==> src/rtl/mpx_pkg.sv <==
`timescale 1ns/1ps
package mpx_pkg;
  localparam int BUS_W        = 64;
  localparam int ADDR_FIELD_W = 26;
  localparam int SIZE_W       = 3;
  localparam int SIZE_HI_LSB  = 61;
  localparam int SIZE_LO_LSB  = 29;
  localparam int BEAT_OFF_W   = 3;

  typedef enum logic [1:0] {
    PH_IDLE = 2'd0,
    PH_ADDR = 2'd1,
    PH_DATA = 2'd2
  } phase_e;

  function automatic logic size_is_line(input logic [SIZE_W-1:0] s);
    return s[SIZE_W-1];
  endfunction
endpackage

==> src/rtl/mpx_addr_word.sv <==
`timescale 1ns/1ps
module mpx_addr_word
  import mpx_pkg::*;
#(
  parameter int ADDR_W = 26
) (
  input  logic [ADDR_W-1:0] addr,
  input  logic [SIZE_W-1:0] size,
  output logic [BUS_W-1:0]  word
);
  // address occupies the low lines, size code is mirrored in two places
  always_comb begin
    word = '0;
    word[ADDR_W-1:0] = addr;
    word[SIZE_HI_LSB +: SIZE_W] = size;
    word[SIZE_LO_LSB +: SIZE_W] = size;
  end
endmodule

==> src/rtl/mpx_beat_seq.sv <==
`timescale 1ns/1ps
module mpx_beat_seq
  import mpx_pkg::*;
#(
  parameter int ADDR_W     = 26,
  parameter int LINE_BEATS = 4
) (
  input  logic              clk,
  input  logic              rst_n,
  input  logic              load,
  input  logic [ADDR_W-1:0] load_addr,
  input  logic              load_line,
  input  logic              advance,
  output logic [ADDR_W-1:0] base_addr,
  output logic [ADDR_W-1:0] beat_addr,
  output logic              last_beat
);
  localparam int IDX_W      = $clog2(LINE_BEATS);
  localparam int LINE_OFF_W = BEAT_OFF_W + IDX_W;

  logic [ADDR_W-1:0] base_q;
  logic              line_q;
  logic [IDX_W-1:0]  cnt_q;
  logic [IDX_W-1:0]  idx;

  always_ff @(posedge clk or negedge rst_n) begin
    if (!rst_n) begin
      base_q <= '0;
      line_q <= 1'b0;
      cnt_q  <= '0;
    end else if (load) begin
      base_q <= load_addr;
      line_q <= load_line;
      cnt_q  <= '0;
    end else if (advance && !last_beat) begin
      cnt_q <= cnt_q + 1'b1;
    end
  end

  // word index inside the line wraps by plain modulo arithmetic
  assign idx       = base_q[LINE_OFF_W-1:BEAT_OFF_W] + cnt_q;
  assign base_addr = base_q;
  assign beat_addr = line_q ? {base_q[ADDR_W-1:LINE_OFF_W], idx, {BEAT_OFF_W{1'b0}}} : base_q;
  assign last_beat = !line_q || (cnt_q == IDX_W'(LINE_BEATS - 1));

  p_wrap_step_r6: assert property (@(posedge clk) disable iff (!rst_n)
    (advance && !last_beat && !load) |=>
      (beat_addr[LINE_OFF_W-1:BEAT_OFF_W] == IDX_W'($past(beat_addr[LINE_OFF_W-1:BEAT_OFF_W]) + 1'b1)));

  p_same_line_r6: assert property (@(posedge clk) disable iff (!rst_n)
    (advance && !last_beat && !load) |=>
      (beat_addr[ADDR_W-1:LINE_OFF_W] == $past(beat_addr[ADDR_W-1:LINE_OFF_W])));

  p_addr_hold_r7: assert property (@(posedge clk) disable iff (!rst_n)
    (!advance && !load) |=> $stable(beat_addr));
endmodule

==> src/rtl/mpx_bus_ctl.sv <==
`timescale 1ns/1ps
module mpx_bus_ctl
  import mpx_pkg::*;
(
  input  logic   clk,
  input  logic   rst_n,
  input  logic   req_valid,
  input  logic   bus_rdy,
  input  logic   last_beat,
  output logic   req_ready,
  output logic   load,
  output logic   advance,
  output phase_e phase
);
  phase_e ph_q, ph_d;

  always_comb begin
    req_ready = (ph_q == PH_IDLE) || ((ph_q == PH_DATA) && bus_rdy && last_beat);
    load      = req_valid && req_ready;
    advance   = (ph_q == PH_DATA) && bus_rdy;
    ph_d      = ph_q;
    case (ph_q)
      PH_IDLE: if (load) ph_d = PH_ADDR;
      PH_ADDR: ph_d = PH_DATA;
      PH_DATA: if (advance && last_beat) ph_d = load ? PH_ADDR : PH_IDLE;
      default: ph_d = PH_IDLE;
    endcase
  end

  always_ff @(posedge clk or negedge rst_n) begin
    if (!rst_n) ph_q <= PH_IDLE;
    else        ph_q <= ph_d;
  end

  assign phase = ph_q;

  p_addr_one_clock_r2: assert property (@(posedge clk) disable iff (!rst_n)
    (ph_q == PH_ADDR) |=> (ph_q == PH_DATA));

  p_busy_blocks_r9: assert property (@(posedge clk) disable iff (!rst_n)
    (ph_q == PH_ADDR) |-> !req_ready);

  p_back_to_back_r3: assert property (@(posedge clk) disable iff (!rst_n)
    (advance && last_beat && req_valid) |=> (ph_q == PH_ADDR));

  p_wait_holds_r7: assert property (@(posedge clk) disable iff (!rst_n)
    ((ph_q == PH_DATA) && !bus_rdy) |=> (ph_q == PH_DATA));
endmodule

==> src/rtl/mpx_bus_master.sv <==
`timescale 1ns/1ps
module mpx_bus_master
  import mpx_pkg::*;
#(
  parameter int ADDR_W     = 26,
  parameter int LINE_BYTES = 32
) (
  input  logic              clk,
  input  logic              rst_n,
  input  logic              req_valid,
  output logic              req_ready,
  input  logic [ADDR_W-1:0] req_addr,
  input  logic [2:0]        req_size,
  input  logic              req_write,
  output logic [ADDR_W-1:0] beat_addr,
  input  logic [63:0]       wr_data,
  output logic              rsp_valid,
  output logic              rsp_last,
  output logic [63:0]       rsp_data,
  output logic [63:0]       bus_dout,
  output logic              bus_oe,
  input  logic [63:0]       bus_din,
  output logic              bus_bs,
  output logic              bus_cs_n,
  output logic              bus_frame,
  input  logic              bus_rdy
);
  localparam int LINE_BEATS = LINE_BYTES / (BUS_W / 8);

  phase_e            phase;
  logic              load, advance, last_beat;
  logic [ADDR_W-1:0] base_addr;
  logic [BUS_W-1:0]  addr_word;
  logic [SIZE_W-1:0] size_q;
  logic              write_q;

  always_ff @(posedge clk or negedge rst_n) begin
    if (!rst_n) begin
      size_q  <= '0;
      write_q <= 1'b0;
    end else if (load) begin
      size_q  <= req_size;
      write_q <= req_write;
    end
  end

  mpx_bus_ctl u_ctl (
    .clk       (clk),
    .rst_n     (rst_n),
    .req_valid (req_valid),
    .bus_rdy   (bus_rdy),
    .last_beat (last_beat),
    .req_ready (req_ready),
    .load      (load),
    .advance   (advance),
    .phase     (phase)
  );

  mpx_beat_seq #(.ADDR_W(ADDR_W), .LINE_BEATS(LINE_BEATS)) u_seq (
    .clk       (clk),
    .rst_n     (rst_n),
    .load      (load),
    .load_addr (req_addr),
    .load_line (size_is_line(req_size)),
    .advance   (advance),
    .base_addr (base_addr),
    .beat_addr (beat_addr),
    .last_beat (last_beat)
  );

  mpx_addr_word #(.ADDR_W(ADDR_W)) u_aw (
    .addr (base_addr),
    .size (size_q),
    .word (addr_word)
  );

  always_comb begin
    bus_bs    = (phase == PH_ADDR);
    bus_cs_n  = (phase == PH_IDLE);
    bus_frame = (phase == PH_ADDR) || ((phase == PH_DATA) && !last_beat);
    bus_oe    = (phase == PH_ADDR) || ((phase == PH_DATA) && write_q);
    if (phase == PH_ADDR)                   bus_dout = addr_word;
    else if ((phase == PH_DATA) && write_q) bus_dout = wr_data;
    else                                    bus_dout = '0;
    rsp_valid = advance;
    rsp_last  = advance && last_beat;
    rsp_data  = (advance && !write_q) ? bus_din : '0;
  end

  p_bs_pulse_r2: assert property (@(posedge clk) disable iff (!rst_n)
    bus_bs |=> !bus_bs);

  p_frame_inside_cs_r4: assert property (@(posedge clk) disable iff (!rst_n)
    bus_frame |-> !bus_cs_n);

  p_frame_low_last_r4: assert property (@(posedge clk) disable iff (!rst_n)
    rsp_last |-> !bus_frame);

  p_cs_through_burst_r3: assert property (@(posedge clk) disable iff (!rst_n)
    (rsp_valid && !rsp_last) |=> !bus_cs_n);

  p_read_released_r8: assert property (@(posedge clk) disable iff (!rst_n)
    (!bus_bs && !write_q) |-> !bus_oe);

  p_size_mirror_r1: assert property (@(posedge clk) disable iff (!rst_n)
    bus_bs |-> (bus_dout[63:61] == bus_dout[31:29]));
endmodule

==> config.mk <==
export PLATFORM = sky130hd
export DESIGN_NAME = mpx_bus_master
export DESIGN_NICKNAME = d
export VERILOG_FILES = /design/src/rtl/mpx_pkg.sv /design/src/rtl/mpx_addr_word.sv /design/src/rtl/mpx_beat_seq.sv /design/src/rtl/mpx_bus_ctl.sv /design/src/rtl/mpx_bus_master.sv
export SDC_FILE = /design/constraint.sdc
export NUM_CORES = 1
export LEC_CHECK = 0
export CAP_MARGIN = 40
export CORE_AREA = 2 2 124 126
export CTS_BUF_LIST = sky130_fd_sc_hd__clkbuf_4 sky130_fd_sc_hd__clkbuf_8
export DETAILED_ROUTE_END_ITERATION = 10
export DIE_AREA = 0 0 126 128
export SLEW_MARGIN = 30
export SYNTH_ARGS = -nofsm -noshare
export SYNTH_HDL_FRONTEND = slang
export SYNTH_SLANG_ARGS = --single-unit
==> constraint.sdc <==
create_clock -name clk -period 3.7 [get_ports clk]
set_clock_uncertainty 0.05 [all_clocks]
set_input_delay 0.925 -clock clk [delete_from_list [all_inputs] [get_ports clk]]
set_output_delay 0.925 -clock clk [all_outputs]
set_load 0.01 [all_outputs]
==> impl_metrics.yaml <==
clocking:
  clk_pin_slew_ps: 80
  cts_max_level: 2
  tritoncts_clock_tree: "built"
  numCtsBuffers: 5
  clock_path_buffers: 2
  cts_hold_repair.buffers: 0
  clock_tree.root_cell: "sky130_fd_sc_hd__clkbuf_8"
  clk_latency_ps: 280
  tritoncts_num_sinks: 34
sta:
  max-slew-margin-rel_pct: 67.1
  setup_tns_ps: 0
  rsz0062_at_grt: "false"
  setup_viol: 0
  final.period_utilization_pct: 98.1
  hold_viol: 0
  max_freq_mhz: 275
  worst_pin_slew_ps: 494
  postLayoutSetupSlackWorst_ps: 69.9
  drv_slew: 0
  final.min_clock_period_ps: 3630
critical_path:
  worst_setup_path_start_kind: "input port"
  timing_worst_setup_path_type: "in -> out"
  critical_path_arrival_ps: 2660
  endpoint_kind: "output pin"
  cp_max_fo: 64
  worstPathRequired_ps: 2720
synth:
  synth.net_count: 433
  ys_types: 32
  synth-seq-cells: 34
  ys.warnings.count: 0
  synth_edf_count: 0
  post_synth_instance_area_um2: 2730
  synth_flop_cell: "sky130_fd_sc_hd__dfrtp_1"
  syn-instance-count: 269
  seq_area_frac_synth_pct: 31.1
  post_synth.cell_area_avg_um2: 10.2
  async_flop_share_pct: 100
grt:
  grt-ovfl-total: 0
  track_usage_pct: 14.8
  antenna_found_initial: 0
  grt_pass1_vias: 3299
  largest_net_degree_at_the_start_of_global_routing: 65
  grt_first_pass_wirelength_um: 18900
routing:
  postRouteAntennaNets: 0
  routed_via_count_divided_by_cell_count: 4.13
  drt-pass1-iter-count: 4
  detailedRoute.firstIterationViolations: 77
  routed_wl_um: 12800
  routed_wire_length_per_instance_um: 17.0
  drc: 0
  vias: 3100
place:
  placed_cells: 741
  dp_slack_ps: 31.7
  detailedPlacementHpwl_um: 10200
  io_port_bufs: 322
  cell_area_placed_um2: 5950
  place.gp.congestion: 0.797
floorplanning:
  die_outline_height_um: 128
  die_area_um2: 16100
  core_area_um2: 14900
  pin_count: 323
  starting_density_of_the_core_pct: 18.4
  num_rows: 45
  fp.dieW_um: 126
cells_and_area:
  final_net_count: 725
  final_cell_count_no_fill: 750
  drive_above_1_share_pct: 10.1
  num_antenna_cells: 0
  finalInstanceArea_um2: 6150
  nFillCells: 1459
  final_core_utilization_pct: 41.4
  syn_to_final_growth_pct: 125
power:
  p_clk_share_pct: 12.1
  power_density_nw_per_um2: 560
  power_frac_seq_pct: 21.9
  swShare_pct: 35.1
  p_int_w: 0.00223
  max-vdd-ir-drop_uv: 342
  p_leak_nw: 2.79
  logic_gate_share_of_total_power_pct: 66.0
  p_switching_w: 0.00121
flow_run:
  maxCapViolations: 0
status:
  status: "complete, no violations"
min_path:
  hold_class: "in -> async"
==> cells by family (layout without fill, tap and decap cells) <==
family,after synthesis,count (layout),share of synthesized area (%)
flops,34,34,31.1
simple gates,115,115,27.0
fa+ha+maj,2,2,0.916
buf+inv,47,340,11.7
xor+xnor,3,3,0.962
mux,31,31,16.5
compound gates,37,37,11.8
==> metal layers <==
metal | GRT usage, % | vias up | routed length, µm
li1 | - | 1486 | -
met1 | 18.7 | 1427 | 5550
met2 | 26.4 | 177 | 6150
met3 | 3.13 | 10 | 911
met4 | 2.13 | 0 | 158
met5 | 0 | - | 0
==> sequential cells by signal (all words and copies together) (netlist names) <==
name	cells
write_q	1
u_seq.cnt_q	2
size_q	3
u_ctl.phase	2
u_seq.base_addr	26
==> path summary, 6_finish.rpt <==
check / slack (ps) / startpoint / end / cells past startpoint
setup reg to reg: 1890 / size_q[2]$_DFFE_PN0P_ / u_seq.base_addr[10]$_DFFE_PN0P_ / 5
hold reg to reg: 480 / write_q$_DFFE_PN0P_ / write_q$_DFFE_PN0P_ / 1
setup / recovery: 70 / bus_rdy / rsp_data[58] / 6
hold / removal: 470 / rst_n / u_seq.base_addr[11]$_DFFE_PN0P_ / 1
min in group clk: 480 / write_q$_DFFE_PN0P_ / write_q$_DFFE_PN0P_ / 1
max in group asynchronous: 2690 / rst_n / u_seq.cnt_q[0]$_DFFE_PN0P_ / 2
==> critical path, cell delays in order <==
cell and delay, ps:
sky130_fd_sc_hd__clkdlybuf4s50_1 500, sky130_fd_sc_hd__nand3b_2 120, sky130_fd_sc_hd__nor2_4 120, sky130_fd_sc_hd__buf_12 220, sky130_fd_sc_hd__and2_1 180, sky130_fd_sc_hd__clkdlybuf4s50_1 570
==> final cells by class <==
cell class	count	area, µm²	share of cell area (%)
multi-input cells	188	1560	25.4
inverters	2	7.51	0.122
repair buffers	330	3360	54.6
clock buffers	5	68.8	1.12
clock inverters	3	68.8	1.12
flip-flops and latches	34	851	13.8
well taps	188	235	3.83
==> cells in the mapped netlist, drive strengths merged (2+ instances only) <==
master / n / area share (%)
mux2: 31 / 16
xnor2: 2 / 0.64
a21oi: 2 / 0.78
nor2b: 2 / 0.46
a22o: 32 / 10
and2b: 4 / 1.2
buf: 31 / 9.3
and3: 32 / 7.3
nor2: 4 / 0.82
inv: 2 / 0.27
dfrtp: 34 / 31
nand2b: 2 / 0.73
clkbuf: 14 / 2.2
ha: 2 / 0.92
nand2: 3 / 0.69
and2: 65 / 15
or2: 2 / 0.46
==> layout by cell type, fill, tap and decap left out, drive strengths merged, types with 2 or more instances in the layout <==
cell type / netlist / routed
bufinv: 0 / 2
nor2: 4 / 4
xnor2: 2 / 2
mux2: 31 / 31
dfrtp: 34 / 34
ha: 2 / 2
clkbuf: 14 / 5
nand2b: 2 / 2
and2b: 4 / 4
a21oi: 2 / 2
buf: 31 / 9
nand2: 3 / 3
nor2b: 2 / 2
dlymetal6s2s: 0 / 13
and3: 32 / 32
inv: 2 / 2
a22o: 32 / 32
or2: 2 / 2
clkdlybuf4s50: 0 / 308
and2: 65 / 65
==> power groups by stage <==
stage               Combinational (W)  Clock (W)  Sequential (W)
CTS                           0.00230   0.000431        0.000762
finish                        0.00227   0.000417        0.000755
floorplan                     0.00129          0        0.000682
global route                  0.00242   0.000445        0.000790
detailed placement            0.00229          0        0.000759
global placement              0.00227          0        0.000763
==> per-stage QoR <==
step	total power (W)	hold slack (ps)
final	0.00344	475
after global routing	0.00366	480
after CTS	0.00350	491
after detailed placement	0.00305	464
after global placement	0.00304	462
after floorplan	0.00197	448
==> repair_timing <==
action                                  in CTS  in global routing
resized for setup                            0                 13
hold endpoints to repair                     0                  0
setup buffers                                0                  0
endpoints found under the setup margin       0                 13
(Power assumes the default switching activity.)
